[config.mk]
export PLATFORM = sky130hd
export DESIGN_NAME = alarm_wdog_intc
export DESIGN_NICKNAME = d
export VERILOG_FILES = /design/src/rtl/alm_pkg.sv /design/src/rtl/bcd_dec.sv /design/src/rtl/wd_timer.sv /design/src/rtl/flag_ctl.sv /design/src/rtl/alarm_wdog_intc.sv
export SDC_FILE = /design/constraint.sdc
export NUM_CORES = 1
export LEC_CHECK = 0
export BUFFER_PORTS_ARGS = -buffer_cell sky130_fd_sc_hd__buf_4
export CAP_MARGIN = 20
export CORE_MARGIN = 10
export CORE_UTILIZATION = 30
export CTS_CLUSTER_SIZE = 16
export DETAILED_ROUTE_END_ITERATION = 12
export HOLD_SLACK_MARGIN = 0.02
export PLACE_DENSITY = 0.56
export SKIP_CTS_REPAIR_TIMING = 1
export SLEW_MARGIN = 20
export SYNTH_ARGS = -nofsm -noshare
export SYNTH_HDL_FRONTEND = slang
export SYNTH_SLANG_ARGS = --single-unit
[constraint.sdc]
create_clock -name clk -period 2.6 [get_ports clk]
set_input_delay 0.39 -clock clk [delete_from_list [all_inputs] [get_ports clk]]
set_output_delay 0.39 -clock clk [all_outputs]
set_load 0.02 [all_outputs]
[src/rtl/alm_pkg.sv]
package alm_pkg;
   localparam int REG_W     = 8;
   localparam int ADR_W     = 4;
   localparam int WD_DIGITS = 4;
   localparam int WD_W      = 4 * WD_DIGITS;

   localparam logic [ADR_W-1:0] A_ALM_MIN = 4'h3;
   localparam logic [ADR_W-1:0] A_ALM_HR  = 4'h5;
   localparam logic [ADR_W-1:0] A_ALM_DAY = 4'h7;
   localparam logic [ADR_W-1:0] A_CMD     = 4'hB;
   localparam logic [ADR_W-1:0] A_WD_LO   = 4'hC;
   localparam logic [ADR_W-1:0] A_WD_HI   = 4'hD;

   localparam int SRC_TOD = 0;
   localparam int SRC_WD  = 1;
   localparam int N_SRC   = 2;

   typedef struct packed {
      logic xfer_en;
      logic route_wd;
      logic pol_high;
      logic pulse;
      logic wd_mask;
      logic tod_mask;
   } cmd_t;
endpackage

[src/rtl/bcd_dec.sv]
module bcd_dec #(
   parameter int DIGITS = 4
) (
   input  logic [4*DIGITS-1:0] val_i,
   output logic [4*DIGITS-1:0] val_o
);
   logic [DIGITS:0] borrow;
   assign borrow[0] = 1'b1;

   for (genvar d = 0; d < DIGITS; d++) begin : g_dig
      logic [3:0] dig;
      assign dig = val_i[4*d +: 4];
      always_comb begin
         if (!borrow[d]) begin
            val_o[4*d +: 4] = dig;
            borrow[d+1]     = 1'b0;
         end else if (dig == 4'd0) begin
            val_o[4*d +: 4] = 4'd9;
            borrow[d+1]     = 1'b1;
         end else begin
            val_o[4*d +: 4] = dig - 4'd1;
            borrow[d+1]     = 1'b0;
         end
      end
   end
endmodule

[src/rtl/wd_timer.sv]
module wd_timer #(
   parameter int DIGITS = 4,
   localparam int W = 4 * DIGITS
) (
   input  logic         clk,
   input  logic         rst_n,
   input  logic         reload_i,
   input  logic [W-1:0] load_val_i,
   input  logic         tick_i,
   output logic         expire_o
);
   logic [W-1:0] cnt, cnt_dec;
   logic         run;
   logic         dec_zero;

   bcd_dec #(.DIGITS(DIGITS)) u_dec (.val_i(cnt), .val_o(cnt_dec));

   assign dec_zero = (cnt_dec == '0);
   assign expire_o = tick_i & run & ~reload_i & dec_zero;

   always_ff @(posedge clk) begin
      if (!rst_n) begin
         cnt <= '0;
         run <= 1'b0;
      end else if (reload_i) begin
         cnt <= load_val_i;
         run <= |load_val_i;
      end else if (tick_i && run) begin
         cnt <= cnt_dec;
         if (dec_zero) run <= 1'b0;
      end
   end
endmodule

[src/rtl/flag_ctl.sv]
module flag_ctl #(
   parameter int PULSE_CYC = 375000,
   localparam int CW = $clog2(PULSE_CYC + 1)
) (
   input  logic clk,
   input  logic rst_n,
   input  logic set_i,
   input  logic clr_i,
   input  logic pulse_i,
   output logic flag_o
);
   logic [CW-1:0] left;

   always_ff @(posedge clk) begin
      if (!rst_n) begin
         flag_o <= 1'b0;
         left   <= '0;
      end else if (clr_i) begin
         flag_o <= 1'b0;
         left   <= '0;
      end else if (set_i) begin
         flag_o <= 1'b1;
         left   <= CW'(PULSE_CYC - 1);
      end else if (flag_o && pulse_i) begin
         if (left == '0) flag_o <= 1'b0;
         else            left   <= left - 1'b1;
      end
   end
endmodule

[src/rtl/alarm_wdog_intc.sv]
module alarm_wdog_intc
   import alm_pkg::*;
#(
   parameter int CLK_KHZ  = 125000,
   parameter int PULSE_MS = 3
) (
   input  logic             clk,
   input  logic             rst_n,
   input  logic             acc_en,
   input  logic             acc_wr,
   input  logic [ADR_W-1:0] acc_addr,
   input  logic [REG_W-1:0] acc_wdata,
   output logic [REG_W-1:0] acc_rdata,
   input  logic [6:0]       cur_min,
   input  logic [6:0]       cur_hour,
   input  logic [2:0]       cur_day,
   input  logic             sec_wrap,
   input  logic             tick_100hz,
   output logic             irq_pin
);
   localparam int PULSE_CYC = CLK_KHZ * PULSE_MS;

   initial begin
      assert (CLK_KHZ >= 1)  else $error("CLK_KHZ must be positive");
      assert (PULSE_MS >= 1) else $error("PULSE_MS must be positive");
      assert (PULSE_CYC < (1 << 30)) else $error("pulse window too long");
   end

   logic [REG_W-1:0] alm_min, alm_hr, wd_lo, wd_hi;
   logic             alm_day_m;
   logic [2:0]       alm_day;
   cmd_t             cmd;

   logic hit_tod, hit_wd, wr_en;
   assign wr_en   = acc_en & acc_wr;
   assign hit_tod = acc_en & ((acc_addr == A_ALM_MIN) | (acc_addr == A_ALM_HR) |
                              (acc_addr == A_ALM_DAY));
   assign hit_wd  = acc_en & ((acc_addr == A_WD_LO) | (acc_addr == A_WD_HI));

   logic [REG_W-1:0] wd_lo_nx, wd_hi_nx;
   assign wd_lo_nx = (wr_en && acc_addr == A_WD_LO) ? acc_wdata : wd_lo;
   assign wd_hi_nx = (wr_en && acc_addr == A_WD_HI) ? acc_wdata : wd_hi;

   always_ff @(posedge clk) begin
      if (!rst_n) begin
         alm_min   <= '0;
         alm_hr    <= '0;
         alm_day_m <= 1'b0;
         alm_day   <= '0;
         cmd       <= '0;
         wd_lo     <= '0;
         wd_hi     <= '0;
      end else begin
         wd_lo <= wd_lo_nx;
         wd_hi <= wd_hi_nx;
         if (wr_en) begin
            unique case (acc_addr)
               A_ALM_MIN: alm_min <= acc_wdata;
               A_ALM_HR:  alm_hr  <= acc_wdata;
               A_ALM_DAY: begin
                  alm_day_m <= acc_wdata[7];
                  alm_day   <= acc_wdata[2:0];
               end
               A_CMD:     cmd <= cmd_t'(acc_wdata[7:2]);
               default: ;
            endcase
         end
      end
   end

   // time-of-day compare, evaluated on the seconds rollover only
   logic min_ok, hr_ok, day_ok, tod_ev;
   assign min_ok = alm_min[7] | (alm_min[6:0] == cur_min);
   assign hr_ok  = alm_hr[7]  | (alm_hr[6:0]  == cur_hour);
   assign day_ok = alm_day_m  | (alm_day      == cur_day);
   assign tod_ev = sec_wrap & min_ok & hr_ok & day_ok;

   logic wd_ev;
   wd_timer #(.DIGITS(WD_DIGITS)) u_wd (
      .clk        (clk),
      .rst_n      (rst_n),
      .reload_i   (hit_wd),
      .load_val_i ({wd_hi_nx, wd_lo_nx}),
      .tick_i     (tick_100hz),
      .expire_o   (wd_ev)
   );

   logic [N_SRC-1:0] src_set, src_clr, src_flag, src_mask;
   assign src_set[SRC_TOD]  = tod_ev;
   assign src_set[SRC_WD]   = wd_ev;
   assign src_clr[SRC_TOD]  = hit_tod;
   assign src_clr[SRC_WD]   = hit_wd;
   assign src_mask[SRC_TOD] = cmd.tod_mask;
   assign src_mask[SRC_WD]  = cmd.wd_mask;

   for (genvar s = 0; s < N_SRC; s++) begin : g_src
      flag_ctl #(.PULSE_CYC(PULSE_CYC)) u_flag (
         .clk     (clk),
         .rst_n   (rst_n),
         .set_i   (src_set[s]),
         .clr_i   (src_clr[s]),
         .pulse_i (cmd.pulse),
         .flag_o  (src_flag[s])
      );
   end

   logic tod_flag, wd_flag;
   assign tod_flag = src_flag[SRC_TOD];
   assign wd_flag  = src_flag[SRC_WD];

   logic [N_SRC-1:0] src_int;
   logic             pin_act;
   assign src_int = src_flag & ~src_mask;
   assign pin_act = cmd.route_wd ? src_int[SRC_WD] : src_int[SRC_TOD];
   assign irq_pin = cmd.pol_high ? pin_act : ~pin_act;

   always_comb begin
      unique case (acc_addr)
         A_ALM_MIN: acc_rdata = alm_min;
         A_ALM_HR:  acc_rdata = alm_hr;
         A_ALM_DAY: acc_rdata = {alm_day_m, 4'b0000, alm_day};
         A_CMD:     acc_rdata = {cmd, wd_flag, tod_flag};
         A_WD_LO:   acc_rdata = wd_lo;
         A_WD_HI:   acc_rdata = wd_hi;
         default:   acc_rdata = '0;
      endcase
   end
endmodule

==> results of run 1 <==
==> sequential cells by signal, summed over array words and instances (netlist names), 2 cells and up <==
register / cells
g_src.u_flag.left: 38
u_wd.cnt: 16
alm_hr: 8
alm_min: 8
wd_hi: 8
wd_lo: 8
cmd: 6
alm_day: 3
g_src.u_flag.flag_o: 2
==> cell type report <==
type | count | area (µm²) | share of cell area
flip-flops and latches | 99 | 1982 | 0.3286
multi-input cells | 447 | 3025 | 0.5017
inverters | 8 | 30.03 | 0.004979
clock buffers | 12 | 256.5 | 0.04253
clock inverters | 4 | 48.80 | 0.008091
well taps | 220 | 275.3 | 0.04564
repair buffers | 55 | 412.9 | 0.06846
==> worst max-delay path, stage by stage (launching register included) <==
cell     delay (ps)
dfxtp_1         340
inv_1            90
ha_1            140
or4b_2          650
nor3_4          350
a21oi_1         190
mux2_2          300
o21ai_0         120
==> path summary, 6_finish.rpt <==
path                            slack, ps                                   end
worst max-delay path                  350  g_src[0].u_flag.left[1]$_SDFFE_PP0P_
worst min-delay path                  370                   cmd[4]$_SDFFE_PN0P_
worst max register to register        350  g_src[0].u_flag.left[1]$_SDFFE_PP0P_
worst min register to register        490  g_src[1].u_flag.left[9]$_SDFFE_PP0P_
==> stage by stage <==
step                instance area, µm²  cells  utilization  power (µW)
finish                            6031    845       0.3611        3159
global route                      6031    845       0.3611        3264
CTS                               6031    845       0.3611        3185
detailed placement                5725    829       0.3428        1817
global placement                  5725    829       0.3428        1812
floorplan                         5160    585            -        1714
==> synth_stat cells (all sizes together) (3+ instances only) <==
master	count
a21boi	3
nand3	9
or2	4
nor3	36
o31ai	4
o221ai	7
nand2	22
or3	9
nor3b	3
nand4bb	3
mux2	3
dfxtp	99
nor2	72
clkbuf	26
mux2i	59
a21oi	30
xnor2	32
buf	5
ha	4
nor4b	5
inv	8
a211oi	15
xor2	24
nor2b	3
a31oi	3
or4	10
nor4	27
o21ai	30
==> power groups by stage <==
| stage | clock network [µW] | logic [µW] | registers [µW] |
|---|---|---|---|
| floorplan | 0 | 135 | 1580 |
| global placement | 0 | 226 | 1590 |
| detailed placement | 0 | 231 | 1590 |
| CTS | 1400 | 231 | 1550 |
| global route | 1460 | 254 | 1550 |
| finish | 1380 | 231 | 1550 |
==> cell usage in the layout, fill, tap and decap left out, types with 3 or more instances in the layout <==
cell        n
nor2_1     72
nand3_1     9
a21oi_1    30
or4_1       9
mux2_2      3
nor2b_1     3
clkbuf_16   9
nor3_1     33
o31ai_1     3
mux2i_1    59
xnor2_1    32
buf_4      55
inv_1       8
nand2_1    22
nand4bb_1   3
ha_1        4
nor4b_1     4
nor3b_1     3
o21ai_0    30
o221ai_1    7
dfxtp_1    99
a211oi_1   15
or2_2       3
xor2_1     24
a31oi_1     3
nor4_1     26
or3_1       9
==> cells by family (layout without fill, tap and decap cells) <==
logic type / count (synthesis) / count (layout) / share of synthesized area
AND/OR/NAND/NOR: 218 / 218 / 0.2287
adder cells (fa/ha/maj): 4 / 4 / 0.009700
AO/OA/AOI/OAI: 107 / 107 / 0.1309
XOR/XNOR: 56 / 56 / 0.09505
buffers and inverters: 39 / 79 / 0.03055
flip-flops: 99 / 99 / 0.3841
multiplexers: 62 / 62 / 0.1210
==> per-layer routing <==
layer	up-vias	routed length (µm)	global-route usage	share of wire
met5	-	0	0	0
met4	0	144	0.03754	0.010
met3	9	692	0.04057	0.049
met2	97	6789	0.2074	0.48
met1	2137	6394	0.1559	0.46
li1	2210	-	-	-
==> reports/results.tsv, run 1 <==
metric	value	unit
RSZ-0062 raised after global routing	no	
final hold slack	368.9	ps
Req. time, crit path	2890	ps
hold path depth	3	
PD cells	523.9	nW/µm²
share of the synthesized area in the top cell type	0.3841	
fin nets	659	
DRT iter0 DRCs	270	
top fanout value on the critical path	10	
Layout area overhead	16.88	%
DRC violations left	0	
max-cap viol count	0	
Post-Place Worst Slack	347.5	ps
Setup CP Type	flip-flop to flip-flop	
Mean Syn Cell Area	8.820	µm²
Worst Setup Start Kind	flip-flop	
number of synthesized register bits	99	
Clock Sinks	99	
core area	16700	µm²
combinational share of power	0.073	
Slew Viols, Final	0	
largest net degree at the start of global routing	29	
Max Buffers Root-to-Sink	2	
Final min period	2247	ps
net switching power	731.8	µW
clk_lat worst skew	360	ps
sequential cell fraction of total power	0.491	
R2R Path Start	g_src[0].u_flag.left[0]$_SDFFE_PP0P_	
chip width	151.2	µm
Detailed Routing Iterations Pass 1	4	
CTS tree	yes	
number of fill cells	1740	
clk_skew	7.138	ps
Initial Utilization	0.3090	
Total GRT Usage	0.1268	
clock power share	0.436	
Overflow after GRT	0	
Int Pwr	2428	µW
row cnt	47	
Setup crit end kind	flip-flop	
setup_tns	0	ps
Final HPWL DP	10480	µm
mapped cell area	5160	µm²
crit path DAT	2540	ps
VDD IR max	0.5028	mV
ys flop type	dfxtp_1	
TritonCTS buffer count	9	
Max Freq	0.4450	GHz
fin crit share	0.8644	
ant diodes	0	
routed via count	4453	
clock slew at reported path FFs	70	ps
Leak	0.002319	µW
Worst Tran Pin Value	719.9	ps
Sw Share	0.2316	
buffers added on ports	43	
hold_sp	acc_wdata[6]	
CTS root buf	clkbuf_16	
first-pass GRT wire length	23110	µm
die height	151.2	µm
Ports	44	
Setup violations, final	0	
post-synthesis sequential area ratio	0.3841	
vias in the first global route	4422	
Syn Nets	624	
layout cells sized above 1	0.1344	
via-per-instance ratio	5.270	
Tightest Hold Check Type	primary input to flip-flop	
Syn Inst Count	585	
largest cells by area after synthesis	dfxtp_1 (38%), mux2i_1 (11%), xnor2_1 (5.4%)	
status	finished, final reports clean	
PnR worst setup slack	352.6	ps
Hold Fails Final Rpt	0	
Final ANT Viol Nets	0	
final WL	14020	µm
# H-tree levels	3	
Setup crit start	g_src[0].u_flag.left[0]$_SDFFE_PP0P_	
Reg2Reg Depth	7	
RD Place Congestion	0.8762	
DR WL/cell	16.59	µm
Yosys cell types	57	
Post-synth EDFFs	0	
initial antenna violation count	0	
Slew Limit Headroom	0.5196	
Die Area	22850	µm²
biggest area consumer among synthesized cells	dfxtp_1	
Ys Warns	0	
ys async rst share	0	
Note: power is estimated with default switching activity, not from simulation.
==> inputs of run 2 (changes only) <==
ABC_AREA = 1   (was default)
==> run 2 against run 1 <==
  * Via count increased by 20%
  * Critical path depth increased by 1
  * Sequential cell count unchanged
  * Hold slack got worse by 2.1 ps
  * Core utilization decreased by 0.59 points
  * Register-to-register slack improved by 380 ps
  * Largest cell class unchanged
  * Wire length increased by 9.1%
==> reports/results.tsv, run 2 <==
metric	value	unit	change
vias in the first global route	4972		+12%
Layout area overhead	15.65	%	
Post-DP Area	6117	µm²	+6.8%
Ports	44		unchanged
# H-tree levels	3		unchanged
ys flop type	dfxtp_1		
die height	156.1	µm	+3.3%
R2R Path Start	u_wd.cnt[0]$_SDFFE_PN0P_		
Setup CP Type	primary input to output port		
combinational share of power	0.082		+0.009
Clock Sinks	99		unchanged
Worst Setup Start Kind	primary input		
net switching power	786.7	µW	+7.5%
row cnt	49		+4.3%
CTS tree	yes		
hold path depth	4		+1
Max Freq	0.4742	GHz	+6.6%
setup_tns	0	ps	unchanged
Reg2Reg Depth	10		+3
most flop-heavy register	g_src.u_flag.left		
max-cap viol count	0		unchanged
Syn Nets	868		+39%
Int Pwr	2398	µW	-1.2%
top fanout value on the critical path	8		-2
TritonCTS buffer count	9		unchanged
largest net degree at the start of global routing	34		+17%
PnR worst setup slack	491.1	ps	+138.6 ps
status	finished, final reports clean		
VDD IR max	0.3047	mV	-39%
Slew Limit Headroom	0.6337		+0.1142
R2R Setup Slk	730	ps	+380 ps
Setup violations, final	0		unchanged
Leak	0.002751	µW	+19%
top-count cell post-synth	nand2_1		
Worst R2R End	g_src[1].u_flag.left[3]$_SDFFE_PP0P_		
Slew Viols, Final	0		unchanged
DRC violations left	0		unchanged
Max Buffers Root-to-Sink	2		unchanged
Final ANT Viol Nets	0		unchanged
hold_sp	acc_addr[2]		
number of fill cells	1951		+12%
final WL	15290	µm	+9.1%
routed via count	5329		+20%
Hold Fails Final Rpt	0		unchanged
Setup crit end kind	output port		
CTS root buf	clkbuf_16		
layout cells sized above 1	0.1267		-0.007688
Sw Share	0.2470		+0.01535
mapped cell area	5555	µm²	+7.7%
Post-synth EDFFs	0		unchanged
post-synthesis sequential area ratio	0.3568		-0.02734
Total GRT Usage	0.1277		+0.0008710
share of the synthesized area in the top cell type	0.3568		-0.02734
core area	18090	µm²	+8.3%
Syn Inst Count	829		+42%
Detailed Routing Iterations Pass 1	5		+1
commonest cells after routing, fill and taps aside	nand2_1 (172), inv_1 (118), nor2_1 (100), dfxtp_1 (99)		
Storage cell area	1982	µm²	unchanged
largest cells by area after synthesis	dfxtp_1 (36%), nand2_1 (12%), inv_1 (8.0%)		
DRT iter0 DRCs	303		+12%
clock power share	0.435		about the same
final hold slack	366.8	ps	-2.135 ps
Tightest Hold Check Type	primary input to flip-flop		
Die Area	24360	µm²	+6.6%
sequential cell fraction of total power	0.483		-0.008
Overflow after GRT	0		unchanged
Worst Tran Pin Value	543.6	ps	-176.2 ps
Req. time, crit path	2210	ps	-680 ps
Ys Warns	0		unchanged
RD Place Congestion	0.8998		+2.7%
Largest register FFs	38		unchanged
Final HPWL DP	11520	µm	+9.9%
leading cell types by count after synthesis	nand2_1 (172), inv_1 (118), nor2_1 (100)		
number of synthesized register bits	99		unchanged
clock slew at reported path FFs	70	ps	about the same
clk_lat worst skew	350	ps	about the same
biggest area consumer among synthesized cells	dfxtp_1		
via-per-instance ratio	4.818		-8.6%
biggest regs	g_src.u_flag.left x38, u_wd.cnt x16		
ys async rst share	0		unchanged
DR WL/cell	13.83	µm	-17%
fin crit share	0.8111		-0.05329
first-pass GRT wire length	25220	µm	+9.1%
Final min period	2109	ps	-138.5 ps
Mean Syn Cell Area	6.701	µm²	-24%
fin area	6425	µm²	+6.5%
initial antenna violation count	1		+1
Hold Path End	alm_min[2]$_SDFFE_PN0P_		
Yosys cell types	44		-23%
post-route core utilization	0.3552		-0.005863
crit path DAT	1720	ps	-820 ps
leading cell type in the layout, fill and taps excluded	nand2_1		
chip width	156.1	µm	+3.3%
buffers added on ports	43		unchanged
Post-Place Worst Slack	518.5	ps	+171.0 ps
fin nets	910		+38%
clk_skew	8.164	ps	+1.026 ps
area of the multi-input gates	3027	µm²	about the same
PD cells	495.7	nW/µm²	-5.4%
RSZ-0062 raised after global routing	no		
Initial Utilization	0.3072		-0.001800
[run 2: cell count changes in the layout (fill, tap and decap cells not counted), sizes merged, moves of 10 or more]
| cell | delta |
|---|---|
| nand2 | +162 |
| inv | +116 |
| mux2i | -59 |
| nand3 | +47 |
| nor2 | +40 |
| o21ai | +31 |
| a21oi | +30 |
| nor4 | -27 |
| nor3 | -22 |
| a211oi | -15 |
| xnor2 | -15 |
| nand4 | +13 |
| xor2 | -13 |
| or4 | -10 |
[run 2: worst max path at each step]
stage	from	endpoint	slack [ps]
after global routing	acc_addr[0]	acc_rdata[0]	370
after global placement	acc_addr[3]	acc_rdata[0]	560
final	acc_addr[0]	acc_rdata[1]	490
after floorplan	acc_addr[0]	acc_rdata[0]	840
after detailed placement	acc_addr[0]	acc_rdata[1]	520
after CTS	acc_addr[0]	acc_rdata[1]	500
[run 2: cell families (layout without fill, tap and decap cells)]
family | Yosys count | count (layout) | share of synthesized area
DFF | 99 | 99 | 0.3568
xor gates and xnor gates | 28 | 28 | 0.04414
AOI/OAI and AO/OA | 161 | 161 | 0.1658
other | 0 | 1 | 0
buffers and inverters | 142 | 189 | 0.09842
adders and majority gates | 4 | 4 | 0.009009
and+or+nand+nor | 395 | 395 | 0.3259
[run 2: power groups by stage]
stage	Sequential [µW]	Combinational (µW)	Clock (µW)
after floorplan	1570	161	0
after global placement	1570	261	0
after detailed placement	1570	262	0
after CTS	1540	263	1430
after global routing	1540	291	1480
final	1540	263	1390
[run 2: final cells by class]
cell class                 instances  share of cell area
clock inverter                     5            0.009737
antenna                            1           0.0003895
multi-input combinational        588              0.4711
clock buffer                      11             0.03778
inverter                         127             0.07420
sequential                        99              0.3085
tap                              229             0.04460
timing repair buffer              46             0.05375
[run 2: through the flow]
stage / power [µW] / instances
CTS: 3227 / 1105
floorplan: 1730 / 829
detailed placement: 1834 / 1089
global route: 3309 / 1106
finish: 3185 / 1106
global placement: 1833 / 1089
[run 2: per-layer routing]
| layer | share of wire | up-vias | GRT usage |
|---|---|---|---|
| met5 | 0 | - | 0 |
| met4 | 0.014 | 0 | 0.05126 |
| met3 | 0.049 | 19 | 0.03336 |
| met2 | 0.46 | 103 | 0.2020 |
| met1 | 0.48 | 2428 | 0.1619 |
| li1 | - | 2779 | - |
[run 2: critical path, cell delays in order]
cell and delay (ps):
buf_4 90, inv_1 50, nor3_1 160, inv_1 100, nor2_1 400, a221oi_1 180, o211ai_1 160, buf_4 190
